[config.mk]
export PLATFORM = sky130hd
export DESIGN_NAME = mbist_engine
export DESIGN_NICKNAME = d
export VERILOG_FILES = /design/src/rtl/mbist_pkg.sv /design/src/rtl/mbist_patgen.sv /design/src/rtl/mbist_ctrl.sv /design/src/rtl/mbist_log.sv /design/src/rtl/mbist_engine.sv
export SDC_FILE = /design/constraint.sdc
export NUM_CORES = 1
export LEC_CHECK = 0
export ABC_AREA = 1
export CAP_MARGIN = 40
export CORE_ASPECT_RATIO = 1.75
export CORE_MARGIN = 1.5
export CORE_UTILIZATION = 59
export DETAILED_ROUTE_END_ITERATION = 8
export PLACE_DENSITY = 0.84
export SETUP_SLACK_MARGIN = 0.15
export SYNTH_ARGS = -nofsm -noshare
export SYNTH_HDL_FRONTEND = slang
export SYNTH_SLANG_ARGS = --single-unit
[constraint.sdc]
create_clock -name clk -period 3.62 [get_ports clk]
set_clock_uncertainty 0.1 [all_clocks]
set_input_delay 0.724 -clock clk [delete_from_list [all_inputs] [get_ports clk]]
set_output_delay 0.724 -clock clk [all_outputs]
set_load 0.005 [all_outputs]
[src/rtl/mbist_pkg.sv]
package mbist_pkg;

    typedef enum logic [1:0] {
        PAT_WALK1 = 2'd0,
        PAT_WALK0 = 2'd1,
        PAT_CHECK = 2'd2,
        PAT_ADDR  = 2'd3
    } pat_e;

    typedef enum logic [2:0] {
        ST_IDLE,
        ST_WRITE,
        ST_READ,
        ST_DRAIN,
        ST_DONE
    } state_e;

endpackage

[src/rtl/mbist_patgen.sv]
module mbist_patgen
    import mbist_pkg::*;
#(
    parameter int ADDR_W = 4,
    parameter int DATA_W = 8
) (
    input  pat_e              pat,
    input  logic              inv,
    input  logic [ADDR_W-1:0] addr,
    output logic [DATA_W-1:0] data
);

    localparam int ROT_W = (DATA_W > 1) ? $clog2(DATA_W) : 1;

    logic [DATA_W-1:0] walk;
    logic [DATA_W-1:0] chk;
    logic [DATA_W-1:0] adr;
    int unsigned       pos;

    always_comb begin
        pos = int'(addr) % DATA_W;
        for (int i = 0; i < DATA_W; i++) begin
            walk[i] = (pos == i);
            chk[i]  = ((i % 2) == 1) ^ addr[0] ^ inv;
            adr[i]  = addr[i % ADDR_W];
        end
    end

    always_comb begin
        unique case (pat)
            PAT_WALK1: data = walk;
            PAT_WALK0: data = ~walk;
            PAT_CHECK: data = chk;
            PAT_ADDR:  data = adr;
            default:   data = '0;
        endcase
    end

    logic [ROT_W-1:0] unused_rot;
    assign unused_rot = '0;

endmodule

[src/rtl/mbist_ctrl.sv]
module mbist_ctrl
    import mbist_pkg::*;
#(
    parameter int ADDR_W = 4
) (
    input  logic              clk,
    input  logic              rst_n,
    input  logic              start,
    input  logic [1:0]        pat_sel,
    output pat_e              pat_q,
    output logic              inv,
    output logic [ADDR_W-1:0] addr,
    output logic              we,
    output logic              re,
    output logic              busy,
    output logic              done,
    output logic              clr
);

    localparam logic [ADDR_W-1:0] LAST_A = {ADDR_W{1'b1}};

    state_e st, st_nx;
    logic   go;
    logic   last;

    assign go   = start && (st == ST_IDLE || st == ST_DONE);
    assign last = (addr == LAST_A);

    always_ff @(posedge clk or negedge rst_n) begin
        if (!rst_n) st <= ST_IDLE;
        else        st <= st_nx;
    end

    always_comb begin
        st_nx = st;
        unique case (st)
            ST_IDLE:  if (go) st_nx = ST_WRITE;
            ST_WRITE: if (last) st_nx = ST_READ;
            ST_READ:  if (last) st_nx = ST_DRAIN;
            ST_DRAIN: st_nx = (pat_q == PAT_CHECK && !inv) ? ST_WRITE : ST_DONE;
            ST_DONE:  if (go) st_nx = ST_WRITE;
            default:  st_nx = ST_IDLE;
        endcase
    end

    always_ff @(posedge clk or negedge rst_n) begin
        if (!rst_n) begin
            addr  <= '0;
            inv   <= 1'b0;
            pat_q <= PAT_WALK1;
        end else if (go) begin
            addr  <= '0;
            inv   <= 1'b0;
            pat_q <= pat_e'(pat_sel);
        end else if (st == ST_WRITE || st == ST_READ) begin
            addr <= last ? '0 : addr + 1'b1;
        end else if (st == ST_DRAIN && st_nx == ST_WRITE) begin
            inv <= 1'b1;
        end
    end

    always_comb begin
        we   = (st == ST_WRITE);
        re   = (st == ST_READ);
        busy = (st == ST_WRITE || st == ST_READ || st == ST_DRAIN);
        done = (st == ST_DONE);
        clr  = go;
    end

    AST_ADDR_STEP: assert property (@(posedge clk) disable iff (!rst_n)
        ((st == ST_WRITE || st == ST_READ) && !last) |=> (addr == $past(addr) + 1'b1));
    AST_INV_ONLY_CHECK: assert property (@(posedge clk) disable iff (!rst_n)
        inv |-> (pat_q == PAT_CHECK));
    AST_BUSY_DONE_EXCL: assert property (@(posedge clk) disable iff (!rst_n)
        !(busy && done));

endmodule

[src/rtl/mbist_log.sv]
module mbist_log #(
    parameter int ADDR_W    = 4,
    parameter int DATA_W    = 8,
    parameter int LOG_DEPTH = 4
) (
    input  logic                         clk,
    input  logic                         rst_n,
    input  logic                         clr,
    input  logic                         chk_valid,
    input  logic [ADDR_W-1:0]            chk_addr,
    input  logic [DATA_W-1:0]            chk_mask,
    input  logic [$clog2(LOG_DEPTH)-1:0] sel,
    output logic [$clog2(LOG_DEPTH+1)-1:0] count,
    output logic                         ovf,
    output logic [ADDR_W-1:0]            sel_addr,
    output logic [DATA_W-1:0]            sel_mask
);

    localparam int CNT_W = $clog2(LOG_DEPTH + 1);
    localparam logic [CNT_W-1:0] FULL = CNT_W'(LOG_DEPTH);

    logic                        fail;
    logic                        room;
    logic [LOG_DEPTH*ADDR_W-1:0] a_flat;
    logic [LOG_DEPTH*DATA_W-1:0] m_flat;

    assign fail = chk_valid && (chk_mask != '0);
    assign room = (count < FULL);

    always_ff @(posedge clk or negedge rst_n) begin
        if (!rst_n) begin
            count <= '0;
            ovf   <= 1'b0;
        end else if (clr) begin
            count <= '0;
            ovf   <= 1'b0;
        end else if (fail) begin
            if (room) count <= count + 1'b1;
            else      ovf   <= 1'b1;
        end
    end

    for (genvar g = 0; g < LOG_DEPTH; g++) begin : g_ent
        logic [ADDR_W-1:0] e_addr;
        logic [DATA_W-1:0] e_mask;
        always_ff @(posedge clk or negedge rst_n) begin
            if (!rst_n) begin
                e_addr <= '0;
                e_mask <= '0;
            end else if (!clr && fail && count == CNT_W'(g)) begin
                e_addr <= chk_addr;
                e_mask <= chk_mask;
            end
        end
        assign a_flat[g*ADDR_W +: ADDR_W] = e_addr;
        assign m_flat[g*DATA_W +: DATA_W] = e_mask;
    end

    always_comb begin
        sel_addr = '0;
        sel_mask = '0;
        if (int'(sel) < LOG_DEPTH) begin
            sel_addr = a_flat[int'(sel)*ADDR_W +: ADDR_W];
            sel_mask = m_flat[int'(sel)*DATA_W +: DATA_W];
        end
    end

    AST_CNT_BOUND: assert property (@(posedge clk) disable iff (!rst_n)
        count <= FULL);
    AST_OVF_HOLD: assert property (@(posedge clk) disable iff (!rst_n)
        (ovf && !clr) |=> ovf);
    AST_OVF_ONLY_FULL: assert property (@(posedge clk) disable iff (!rst_n)
        ovf |-> (count == FULL));

endmodule

[src/rtl/mbist_engine.sv]
module mbist_engine
    import mbist_pkg::*;
#(
    parameter int ADDR_W    = 4,
    parameter int DATA_W    = 8,
    parameter int LOG_DEPTH = 4
) (
    input  logic                           clk,
    input  logic                           rst_n,
    input  logic                           start,
    input  logic [1:0]                     pat_sel,
    output logic                           busy,
    output logic                           done,
    output logic                           pass,
    output logic                           mem_we,
    output logic                           mem_re,
    output logic [ADDR_W-1:0]              mem_addr,
    output logic [DATA_W-1:0]              mem_wdata,
    input  logic [DATA_W-1:0]              mem_rdata,
    input  logic [$clog2(LOG_DEPTH)-1:0]   log_sel,
    output logic [$clog2(LOG_DEPTH+1)-1:0] log_count,
    output logic                           log_ovf,
    output logic [ADDR_W-1:0]              log_addr,
    output logic [DATA_W-1:0]              log_mask
);

    pat_e              pat_q;
    logic              inv;
    logic              clr;
    logic [DATA_W-1:0] gen_data;
    logic              cmp_v;
    logic [ADDR_W-1:0] cmp_a;
    logic [DATA_W-1:0] cmp_exp;
    logic [DATA_W-1:0] diff;

    mbist_ctrl #(.ADDR_W(ADDR_W)) u_ctrl (
        .clk(clk), .rst_n(rst_n), .start(start), .pat_sel(pat_sel),
        .pat_q(pat_q), .inv(inv), .addr(mem_addr), .we(mem_we), .re(mem_re),
        .busy(busy), .done(done), .clr(clr)
    );

    mbist_patgen #(.ADDR_W(ADDR_W), .DATA_W(DATA_W)) u_gen (
        .pat(pat_q), .inv(inv), .addr(mem_addr), .data(gen_data)
    );

    assign mem_wdata = gen_data;

    always_ff @(posedge clk or negedge rst_n) begin
        if (!rst_n) begin
            cmp_v   <= 1'b0;
            cmp_a   <= '0;
            cmp_exp <= '0;
        end else begin
            cmp_v   <= mem_re;
            cmp_a   <= mem_addr;
            cmp_exp <= gen_data;
        end
    end

    assign diff = mem_rdata ^ cmp_exp;

    mbist_log #(.ADDR_W(ADDR_W), .DATA_W(DATA_W), .LOG_DEPTH(LOG_DEPTH)) u_log (
        .clk(clk), .rst_n(rst_n), .clr(clr), .chk_valid(cmp_v),
        .chk_addr(cmp_a), .chk_mask(diff), .sel(log_sel),
        .count(log_count), .ovf(log_ovf), .sel_addr(log_addr), .sel_mask(log_mask)
    );

    assign pass = done && (log_count == '0);

    AST_WE_RE_EXCL: assert property (@(posedge clk) disable iff (!rst_n)
        !(mem_we && mem_re));
    AST_WALK1_SINGLE: assert property (@(posedge clk) disable iff (!rst_n)
        (mem_we && pat_q == PAT_WALK1) |-> ($countones(mem_wdata) == 1));
    AST_WALK0_SINGLE: assert property (@(posedge clk) disable iff (!rst_n)
        (mem_we && pat_q == PAT_WALK0) |-> ($countones(~mem_wdata) == 1));
    AST_PASS_NEEDS_DONE: assert property (@(posedge clk) disable iff (!rst_n)
        pass |-> done);
    AST_START_IGNORED: assert property (@(posedge clk) disable iff (!rst_n)
        (busy && start) |=> (pat_q == $past(pat_q)));

endmodule

After elaboration in Yosys (flattened, before gate mapping) --
Cells that the tools add are included.
Cells by class: multiply operators 0, div/mod/pow operators 0, add/subtract/negate cells 2, mux-type cells 18, magnitude comparators 1, shift operators 2, reductions and logical operators 28, bitwise logic cells 5, equal/unequal tests 21
Operators with widths (count):
- logical NOT 32 bit | 1
- one-hot mux 8 bit (4 select lines) | 1
- variable part select 32 x 6 -> 8 bit | 1
- two-way mux 3 bit | 7
- == test 3 x 2 -> 1 bit (second input constant) | 6
- variable part select 16 x 5 -> 4 bit | 1
- == test 3 bit (second input constant) | 5
- == test 3 x 1 -> 1 bit (second input constant) | 4
- two-way mux 4 bit | 3
- one-hot mux 3 bit (4 select lines) | 1
- logical AND 1 bit | 10
- inverter 8 bit | 1
- nonzero test 2 bit | 4
- nonzero test 8 bit | 1
- XOR 8 bit | 1
- logical NOT 3 bit | 2
- two-way mux 1 bit | 6
- AND reduction 2 bit | 3
- adder 4 x 1 -> 4 bit (second input constant) | 1
- == test 2 bit (second input constant) | 2
- == test 4 bit (second input constant) | 1
- inequality test 2 x 1 -> 1 bit (second input constant) | 2
- adder 3 x 1 -> 3 bit (second input constant) | 1
- logical OR 1 bit | 3
- other kinds (7) | 9
Storage, ports and cells: bits in registers 75, latch bits 0, output and inout bits 33, ROM bits 0, word-level logic and storage cells 94, RAM bits 0, memories 0

Longest topological paths before layout --
Gate-level depths: netlist (run 1).
depth after elaboration 10, depth in mapped cells 11, gate-level depth less buffers 10

Modules after synthesis --
From an unflattened synthesis (run 1), not the netlist that was laid out.
Unflattened totals: cell total of the unflattened synthesis 507, area, all modules 4005.1 sq um
By module, submodules not included:
- mbist_log | cells each 333, area each 2711.4 sq um, instances 1
- mbist_ctrl | cells each 67, area each 546.8 sq um, instances 1
- mbist_engine | cells each 51, area each 467.9 sq um, instances 1
- mbist_patgen | cells each 56, area each 279.0 sq um, instances 1

Worst setup path before layout (run 1) --
Ideal clock, no wire load.
path type input to output, from input port log_sel[0], to output port log_addr[0], cell stages on the path 4, slack 1.461 ns, arrival 1.335 ns, path through inv_1 > clkbuf_1 > nor2_1 > o22ai_1
Between the ends: word-level cells in the longest chain between the ends 1
RTL lines:
- start: declaration | line mbist_engine.sv:20 | input logic [$clog2(LOG_DEPTH)-1:0] log_sel,
- variable part select 16 x 5 -> 4 bit | line mbist_log.sv:63 | sel_addr = a_flat[int'(sel)*ADDR_W +: ADDR_W];
- end: declaration | line mbist_engine.sv:23 | output logic [ADDR_W-1:0] log_addr,
No other way between the ends.

Worst setup path after layout (run 1) --
from input port log_sel[1], to output port log_mask[5]
Between the ends: word-level cells in the longest chain between the ends 1
RTL lines:
- variable part select 32 x 6 -> 8 bit | line mbist_log.sv:64 | sel_mask = m_flat[int'(sel)*DATA_W +: DATA_W];
- end: declaration | line mbist_engine.sv:24 | output logic [DATA_W-1:0] log_mask
No other way between the ends.

==> results of run 1 <==
## kinds of logic after synthesis
family	Yosys count	synth area share (%)
buf+inv	67	7.69
flops	75	50.2
compound gates	60	9.36
fa+ha+maj	11	3.68
xor+xnor	2	0.468
simple gates	262	28.6
## per-stage QoR
stage / utilization, % / hold slack (ps) / cells / cell area, µm² / setup WS [ps]
2_1_floorplan: - / 328 / 477 / 3740 / 1460
3_3_place_gp: 68.8 / 359 / 594 / 4250 / 516
3_5_place_dp: 69.2 / 360 / 595 / 4280 / 396
4_1_cts: 72.7 / 175 / 611 / 4490 / 391
5_1_grt: 72.7 / 202 / 611 / 4490 / 310
6_report: 72.7 / 181 / 611 / 4490 / 389
## registers in the layout, summed over array words and instances (netlist names)
| register | count |
|---|---|
| cmp_exp | 8 |
| u_ctrl.pat_q | 2 |
| u_log.ovf | 1 |
| u_ctrl.inv | 1 |
| u_ctrl.st | 3 |
| cmp_a | 4 |
| u_log.g_ent.e_addr | 16 |
| u_log.count | 3 |
| cmp_v | 1 |
| u_log.g_ent.e_mask | 32 |
| u_ctrl.addr | 4 |
## power by group through the flow
stage,Sequential [W],Clock (W),Combinational (W)
after global placement,0.00121,0,0.00102
after detailed placement,0.00122,0,0.00105
after global routing,0.00124,0.000721,0.00118
after floorplan,0.00118,0,0.000586
final,0.00121,0.000681,0.00106
after CTS,0.00121,0.000686,0.00107
## path summary, 6_finish.rpt
| kind | from | to | slack (ps) |
|---|---|---|---|
| hold reg to reg | u_log.g_ent[1].e_mask[3] | u_log.g_ent[1].e_mask[3] | 380 |
| hold / removal | rst_n | u_log.g_ent[3].e_mask[1] | 180 |
| setup / recovery | log_sel[1] | log_mask[5] | 390 |
| min in group clk | u_log.g_ent[1].e_mask[3] | u_log.g_ent[1].e_mask[3] | 380 |
| max in group asynchronous | rst_n | u_log.count[2] | 2700 |
| setup reg to reg | u_log.count[0] | u_log.g_ent[0].e_mask[6] | 1710 |
## critical path: stages
cell	delay, ps
clkdlybuf4s50_1	500
inv_1	330
o21ai_0	150
o22ai_1	170
clkdlybuf4s50_1	530
## placed cells by master (no fill, tap or decap)
cell / synthesis / final
nand2_2: 1 / 1
ha_1: 11 / 11
nor3_1: 3 / 3
clkinv_2: 0 / 2
bufinv_16: 0 / 1
buf_16: 0 / 1
nor2_4: 4 / 4
o22ai_1: 13 / 13
a32o_1: 1 / 1
a21oi_1: 3 / 3
o21ai_0: 31 / 31
buf_2: 5 / 1
dfrtp_1: 75 / 75
nand4_1: 4 / 4
inv_1: 52 / 52
clkinvlp_4: 0 / 1
nor2_2: 2 / 2
nor2_1: 32 / 32
clkdlybuf4s50_1: 0 / 46
o2111ai_1: 1 / 1
nand2_1: 202 / 202
nand2_4: 1 / 1
o21ai_1: 1 / 1
a22oi_1: 2 / 2
o211ai_1: 8 / 8
xor2_1: 1 / 1
clkbuf_8: 0 / 12
xnor2_1: 1 / 1
buf_4: 0 / 5
nand3_4: 1 / 1
nand3_1: 12 / 12
## layout make-up
type                    count  area [µm²]
clock buffers              12         165
clock inverters             4        47.5
fillers                   500        1690
inverters                  52         195
multi-input cells         335        1580
flip-flops and latches     75        1880
well taps                  80         100
repair buffers             53         531
## routing by layer
metal	vias up	wire, µm	share of wire [%]	global-route usage (%)
li1	1592	-	-	-
met1	1613	3400	39	31.1
met2	118	4590	53	49.7
met3	27	423	4.8	5.41
met4	0	299	3.4	13.0
met5	-	0	0	0
==> out/results.ini, run 1 <==
[clock_tree]
htreeDepth=3
cts_made_buffers=9
cts_num_sinks=75
hold_buffers=0
clk_pin_slew_ps=70
clk_latency_ps=360
post_cts_buffers=0
root_buffer=clkbuf_8
cts_resized=0
cts_tree=yes
cts_max_path_buffers=2

[pwr]
p_sw_w=0.00106
power_frac_comb_pct=35.9
power_leakage_nw=2.30
p_int_w=0.00190
p_per_area_nw_per_um2=658
seqPwrFrac_pct=41.1
power_frac_clock_pct=23.0
total_power_w=0.00296
swShare_pct=35.8
ir_worst_vdd_mv=0.576

[synthesis]
netlist_area_um2=3740
ys_types=26
synth.net_count=503
synthTopCellsByCount=nand2_1 (202), dfrtp_1 (75), inv_1 (52)
syn_inst=477
synth-edff-count=0
synth_top_area_share_pct=50.2
synth_seq_cells=75
seq_area_frac_synth_pct=50.2
yosys.area.top_type=dfrtp_1
synth_most_common_cell=nand2_1
synth_warnings=0
ys.flop_type=dfrtp_1
synthTopCellsByArea=dfrtp_1 (50%), nand2_1 (20%), inv_1 (5.2%)
synthArstFlopShare_pct=100
avgSynthCellArea_um2=7.84

[final_layout]
syn_to_final_growth_pct=20.1
antenna_cells=0
drive_above_1_share_pct=6.03
nets=552

[place]
gp_congestion=0.860
io_buffer_count=47
dp_hpwl_um=6170

[timing]
post-route-min-period_ps=3230
grt_setup_unrepaired=no
fin_crit_sh_pct=89.2
slew_headroom_pct=53.8
max_freq_mhz=310
drv_slew=0
setup_viol=0
worst_pin_slew_ps=691
setup_tns_ps=0
hold_viol=0

[drt]
post_drt_wl_per_cell_um=14.3
via_count=3350
drt-vias-per-instance=5.48
drc=0
first_iter_violations=229
wl_um=8720
detail-route-antenna-nets=0
dr.pass1.iters=5

[setup_path]
critical_path_class=in2out
arrival_ps=2410
crit_required_ps=2800
end_kind=output pin
critPathLaunchType=input pin
crit_fanout=12
r2r_cells=7

[grt]
grt_pass1_vias=3255
grt_usage_pct=27.6
grt_overflow=0
grt_max_degree=66
antenna_found_initial=0
grt_pass1_wl_um=14700

[die]
dieHeight_um=108
die_x_um=63.2
start_util_pct=60.5
ios=48
die_area_um2=6850
fp.coreArea_um2=6180
rows=38

[min_path]
worstHoldPathType=in2async

[flow_run]
drv_cap=0

[outcome]
outcome=finished clean

(Power assumes the default switching activity.)
==> run 2, diff against run 1 <==
--- a/config.mk
+++ b/config.mk
@@ -9,10 +9,11 @@
 export CAP_MARGIN = 40
 export CORE_ASPECT_RATIO = 1.75
 export CORE_MARGIN = 1.5
-export CORE_UTILIZATION = 59
+export CORE_UTILIZATION = 60
 export DETAILED_ROUTE_END_ITERATION = 8
-export PLACE_DENSITY = 0.84
+export PLACE_DENSITY = 0.85
 export SETUP_SLACK_MARGIN = 0.15
 export SYNTH_ARGS = -nofsm -noshare
 export SYNTH_HDL_FRONTEND = slang
+export SYNTH_HIERARCHICAL = 1
 export SYNTH_SLANG_ARGS = --single-unit
==> run 2 against run 1 <==
Against the previous run:
- global-route usage is 2.8 points higher
- first-iteration DRC count is 81% higher
- sequential share of layout area is 2.9 points lower
- synthesized cell count is 6.3% higher
- sequential cell count stayed put
- count of clock-buffer cells in the layout is 2 lower
- via count is 12% higher
- die area is 5.1% higher
- combinational power is 11% lower
- register-to-register slack worse by 170 ps
- non-clock buffer count is 8 higher
- maximum frequency is 3.5% lower
==> out/results.ini, run 2 <==
[clock_tree]
cts_tree=yes
cts_resized=0  ; unchanged
clk_pin_slew_ps=50  ; -20 ps
hold_buffers=0  ; unchanged
post_cts_buffers=0  ; unchanged
cts_made_buffers=9  ; unchanged
htreeDepth=3  ; unchanged
cts_max_path_buffers=2  ; unchanged
cts_num_sinks=75  ; unchanged
clk_latency_ps=330  ; -30 ps
root_buffer=clkbuf_16

[timing]
fin_crit_sh_pct=92.4  ; +3.2 points
max_freq_mhz=299  ; -3.5%
hold_viol=0  ; unchanged
setup_tns_ps=0  ; unchanged
grt_setup_unrepaired=no
slew_headroom_pct=59.8  ; +6.0 points
drv_slew=0  ; unchanged
worst_pin_slew_ps=603  ; -88.6 ps
setup_slack_ps=274  ; -116 ps
setup_viol=0  ; unchanged
post-route-min-period_ps=3350  ; +116 ps

[final_layout]
layout_common_cells=nand2_1 (148), dfrtp_1 (75), nand4_1 (64)
reg_top3=u_log/g_ent.e_mask (32), u_log/g_ent.e_addr (16), cmp_exp (8)
nets=573  ; +3.8%
largest_reg_flops=32  ; unchanged
syn_to_final_growth_pct=20.6
fill_cells=485  ; -3.0%
drive_above_1_share_pct=10.6  ; +4.6 points
final_util_pct=74.4  ; +1.7 points
seq_area_um2=1880  ; unchanged
layout_commonest_cell=nand2_1
multiInputGateArea_um2=1800  ; +14%
antenna_cells=0  ; unchanged
final_cells=638  ; +4.4%
largest_register=u_log/g_ent.e_mask

[pwr]
power_frac_clock_pct=30.7  ; +7.7 points
seqPwrFrac_pct=37.8  ; -3.3 points
ir_worst_vdd_mv=0.549  ; -4.7%
p_int_w=0.00198  ; +4.2%
power_frac_comb_pct=31.5  ; -4.4 points
power_leakage_nw=2.55  ; +11%
total_power_w=0.00301  ; +1.8%
swShare_pct=34.3  ; -1.5 points
p_sw_w=0.00103  ; -2.4%
p_per_area_nw_per_um2=624  ; -5.3%

[setup_path]
arrival_ps=2520  ; +110 ps
max_stage_delay_ps=550  ; +20 ps
crit_chain=clkdlybuf4s50_1 -> inv_1 -> o21ai_0 -> o22ai_1 -> clkdlybuf4s50_1
critPathLaunchType=input pin
crit_top_cell=clkdlybuf4s50_1
cp_slowest_cell=clkdlybuf4s50_1
crit_fanout=12  ; unchanged
r2r_cells=5  ; -2
critical_path_class=in2out
crit_required_ps=2800  ; about the same
end_kind=output pin

[die]
dieHeight_um=111  ; +2.5%
die_x_um=64.8  ; +2.5%
ios=48  ; unchanged
start_util_pct=61.7  ; +1.2 points
die_area_um2=7190  ; +5.1%
rows=39  ; +2.6%
fp.coreArea_um2=6490  ; +5.0%

[synthesis]
muxShareOfSynthArea_pct=0  ; unchanged
synth-edff-count=0  ; unchanged
synth_warnings=6  ; +6
synth-compound-area-share_pct=5.62  ; -3.7 points
seq_area_frac_synth_pct=46.9  ; -3.3 points
syn_inst=507  ; +6.3%
synthTopCellsByArea=dfrtp_1 (47%), nand2_1 (14%), nand4_1 (10%)
synth-simple-area-share_pct=37.5  ; +8.9 points
avgSynthCellArea_um2=7.90  ; +0.72%
synth_most_common_cell=nand2_1
ys.flop_type=dfrtp_1
synth_top_area_share_pct=46.9  ; -3.3 points
synth_top_family_by_area=simple AND/OR/NAND/NOR gates
synth_fa_ha_area_share_pct=1.87  ; -1.8 points
synth_seq_cells=75  ; unchanged
ys_types=27  ; +3.8%
synth.net_count=528  ; +5.0%
synthTopCellsByCount=nand2_1 (148), dfrtp_1 (75), nand4_1 (64)
synthArstFlopShare_pct=100  ; unchanged
synth-xor-area-share_pct=0  ; -0.47 points
netlist_area_um2=4010  ; +7.1%
yosys.area.top_type=dfrtp_1

[grt]
antenna_found_initial=0  ; unchanged
grt_pass1_vias=3661  ; +12%
grt_max_degree=33  ; -50%
grt_pass1_wl_um=16900  ; +15%
grt_overflow=0  ; unchanged
grt_usage_pct=30.4  ; +2.8 points

[drt]
drt-vias-per-instance=5.89  ; +7.5%
via_count=3761  ; +12%
wl_um=10300  ; +18%
drc=0  ; unchanged
first_iter_violations=414  ; +81%
detail-route-antenna-nets=0  ; unchanged
dr.pass1.iters=5  ; unchanged
post_drt_wl_per_cell_um=16.1  ; +13%

[place]
dp_hpwl_um=7000  ; +14%
gp_congestion=0.863  ; +0.24%
preCtsSetupSlack_ps=308  ; -87.8 ps
placed_cells=623  ; +4.7%
io_buffer_count=47  ; unchanged

[flow_run]
drv_cap=0  ; unchanged

[outcome]
outcome=finished clean

[min_path]
worstHoldPathType=in2async

-- run 2: cell count changes after synthesis, moves of 5 or more --
| cell | delta |
|---|---|
| nor2_2 | +5 |
| nand3_1 | +12 |
| nand2_1 | -54 |
| o211ai_1 | -8 |
| o21ai_0 | -7 |
| inv_2 | +7 |
| buf_2 | +8 |
| nor2_1 | +29 |
| inv_1 | -19 |
| ha_1 | -5 |
| nand4_1 | +60 |
-- run 2: final cells by class --
class | instances | share of cell area (%)
multi-input cells | 364 | 37.3
repair buffers | 61 | 12.1
well taps | 82 | 2.12
clock buffers | 10 | 4.74
flip-flops and latches | 75 | 38.9
clock inverters | 5 | 1.63
inverters | 41 | 3.24
-- run 2: logic make-up after synthesis --
group / count (synthesis)
compound gates: 40
fa+ha+maj: 6
buf+inv: 68
flops: 75
simple gates: 318
-- run 2: final timing paths --
check                           slack, ps                      from                       end
worst max-delay path                  270                log_sel[1]               log_mask[7]
worst min-delay path                  250                     rst_n                cmp_exp[4]
worst max register to register       1540            u_log/count[1]  u_log/g_ent[3].e_mask[1]
worst min register to register        380  u_log/g_ent[2].e_addr[1]  u_log/g_ent[2].e_addr[1]
max in group asynchronous            2420                     rst_n  u_log/g_ent[3].e_mask[7]
min in group clk                      380  u_log/g_ent[2].e_addr[1]  u_log/g_ent[2].e_addr[1]
-- run 2: metal layers --
| metal | up-vias | share of wire (%) | global-route usage [%] |
|---|---|---|---|
| li1 | 1781 | - | - |
| met4 | 0 | 3.3 | 16.7 |
| met5 | - | 0 | 0 |
| met1 | 1782 | 37 | 35.4 |
| met3 | 29 | 4.8 | 4.06 |
| met2 | 169 | 55 | 52.4 |
-- run 2: power groups by stage --
stage	Sequential (W)	Clock (W)	Combinational [W]
2_1_floorplan	0.00109	0	0.000553
3_3_place_gp	0.00114	0	0.000909
3_5_place_dp	0.00115	0	0.000937
4_1_cts	0.00113	0.000935	0.000947
5_1_grt	0.00116	0.000975	0.00104
6_report	0.00114	0.000926	0.000947
-- run 2: metrics by stage --
step           area (µm²)  hold WS (ps)
3_3_place_gp         4520           358
5_1_grt              4830           299
4_1_cts              4830           264
2_1_floorplan        4010           328
3_5_place_dp         4520           361
6_report             4830           251
-- run 2: worst max-delay path, delay by kind of cell --
family                 cells  cell delay (ps)
AO/OA/AOI/OAI              2              350
buffers and inverters      3             1450
==> run 3, diff against run 2 <==
--- a/config.mk
+++ b/config.mk
@@ -11,7 +11,7 @@
 export CORE_MARGIN = 1.5
 export CORE_UTILIZATION = 60
 export DETAILED_ROUTE_END_ITERATION = 8
-export PLACE_DENSITY = 0.85
+export PLACE_DENSITY = 0.94
 export SETUP_SLACK_MARGIN = 0.15
 export SYNTH_ARGS = -nofsm -noshare
 export SYNTH_HDL_FRONTEND = slang
==> run 3 against run 2 <==
Against the previous run:
- non-clock buffer count down 2
- cell count down 0.16%
- wire length up 3.1%
- critical path depth unchanged
- worst setup slack better by 28 ps
- register-to-register slack worse by 120 ps
- combinational power up 1%
- critical path type unchanged
==> out/results.ini, run 3 (same netlist as run 2, synthesis figures left out) <==
[drt]
via_count=3890  ; +3.4%
drc=0  ; unchanged
dr.pass1.iters=5  ; unchanged
drt-vias-per-instance=6.11  ; +3.6%
wl_um=10600  ; +3.1%
post_drt_wl_per_cell_um=16.6  ; +3.2%
first_iter_violations=441  ; +6.5%
detail-route-antenna-nets=0  ; unchanged

[flow_run]
drv_cap=0  ; unchanged

[timing]
grt_setup_unrepaired=no
worst_pin_slew_ps=847  ; +244 ps
post-route-min-period_ps=3320  ; -28.1 ps
setup_tns_ps=0  ; unchanged
fin_crit_sh_pct=91.7  ; -0.78 points
max_freq_mhz=301  ; +0.85%
hold_viol=0  ; unchanged
slew_headroom_pct=43.5  ; -16 points
drv_slew=0  ; unchanged
setup_viol=0  ; unchanged

[final_layout]
largest_reg_flops=32  ; unchanged
layout_common_cells=nand2_1 (148), dfrtp_1 (75), nand4_1 (64)
drive_above_1_share_pct=10.6  ; +0.019 points
reg_top3=u_log/g_ent.e_mask (32), u_log/g_ent.e_addr (16), cmp_exp (8)
largest_register=u_log/g_ent.e_mask
fill_cells=450  ; -7.2%
layout_commonest_cell=nand2_1
final_util_pct=74.5  ; about the same
nets=571  ; -0.35%
syn_to_final_growth_pct=20.6  ; about the same
final_cells=637  ; -0.16%
antenna_cells=0  ; unchanged

[die]
fp.coreArea_um2=6490  ; unchanged
start_util_pct=61.7  ; unchanged
die_x_um=64.8  ; unchanged
dieHeight_um=111  ; unchanged
die_area_um2=7190  ; unchanged
rows=39  ; unchanged
ios=48  ; unchanged

[grt]
grt_pass1_wl_um=17800  ; +5.3%
grt_usage_pct=31.5  ; +1.1 points
grt_max_degree=40  ; +21%
grt_pass1_vias=3759  ; +2.7%
antenna_found_initial=0  ; unchanged
grt_overflow=0  ; unchanged

[setup_path]
crit_required_ps=2800  ; about the same
arrival_ps=2490  ; -30 ps
critPathLaunchType=input pin
r2r_slack_ps=1420  ; -120 ps
critical_path_class=in2out
crit_fanout=16  ; +4
end_kind=output pin

[pwr]
power_leakage_nw=2.54  ; -0.13%
ir_worst_vdd_mv=0.555  ; +1.1%
p_per_area_nw_per_um2=626  ; +0.42%

[place]
placed_cells=621  ; -0.32%
gp_congestion=0.863  ; about the same
io_buffer_count=47  ; unchanged
dp_hpwl_um=6780  ; -3.1%

[clock_tree]
htreeDepth=3  ; unchanged
cts_tree=yes
cts_max_path_buffers=2  ; unchanged
cts_num_sinks=75  ; unchanged
root_buffer=clkbuf_16
hold_buffers=0  ; unchanged
cts_made_buffers=9  ; unchanged
clk_pin_slew_ps=50  ; about the same
clk_latency_ps=330  ; about the same
cts_resized=0  ; unchanged
post_cts_buffers=0  ; unchanged

[min_path]
worstHoldPathType=reg2reg

[outcome]
outcome=finished clean

-- run 3: cell count changes in the layout (fill, tap and decap cells not counted), sizes merged --
cell / delta
buf: -2
clkbuf: +2
bufinv: -1
clkinv: -1
clkinvlp: +1
-- run 3: routing by layer --
layer	share of wire, %	global-route usage [%]
met4	2.8	14.0
met2	54	54.0
met5	0	0
met1	36	38.3
met3	7.2	4.97
-- run 3: final cells by class --
type / count / area, µm² / share of cell area, %
clock buffer: 12 / 267 / 5.52
clock inverter: 4 / 47.5 / 0.984
inverter: 41 / 156 / 3.24
multi-input combinational: 364 / 1800 / 37.3
sequential: 75 / 1880 / 38.8
tap: 82 / 103 / 2.12
timing repair buffer: 59 / 581 / 12.0
-- run 3: final timing paths --
| check | end | start | depth (start not counted) |
|---|---|---|---|
| max | log_mask[2] | log_sel[0] | 5 |
| min | u_log/g_ent[1].e_mask[5] | u_log/g_ent[1].e_mask[5] | 2 |
| max reg2reg | u_log/g_ent[3].e_mask[2] | u_log/count[2] | 5 |
| min reg2reg | u_log/g_ent[1].e_mask[5] | u_log/g_ent[1].e_mask[5] | 2 |
| max in group asynchronous | u_log/g_ent[3].e_mask[1] | rst_n | 2 |
| min in group asynchronous | cmp_exp[4] | rst_n | 1 |
-- run 3: critical path, cell delays in order --
cell             delay (ps)
clkdlybuf4s50_1         680
buf_4                   270
o21ai_0                 110
o22ai_1                 170
clkdlybuf4s50_1         530
-- run 3: power breakdown --
group / total [W] / switching [W] / internal, W / leakage [nW]
logic: 0.000958 / 0.000543 / 0.000415 / 1.37
clock network: 0.000919 / 0.000332 / 0.000587 / 0.155
registers: 0.00115 / 0.000189 / 0.000960 / 1.02
total: 0.00303 / 0.00106 / 0.00196 / 2.54
-- run 3: per-stage QoR --
step | worst slack, ps | hold WS (ps) | total power (W) | area (µm²)
after floorplan | 1520 | 328 | 0.00164 | 4010
after global routing | 177 | 397 | 0.00316 | 4830
after CTS | 322 | 377 | 0.00301 | 4830
final | 302 | 377 | 0.00303 | 4830
after detailed placement | 347 | 362 | 0.00208 | 4520
after global placement | 385 | 359 | 0.00204 | 4520
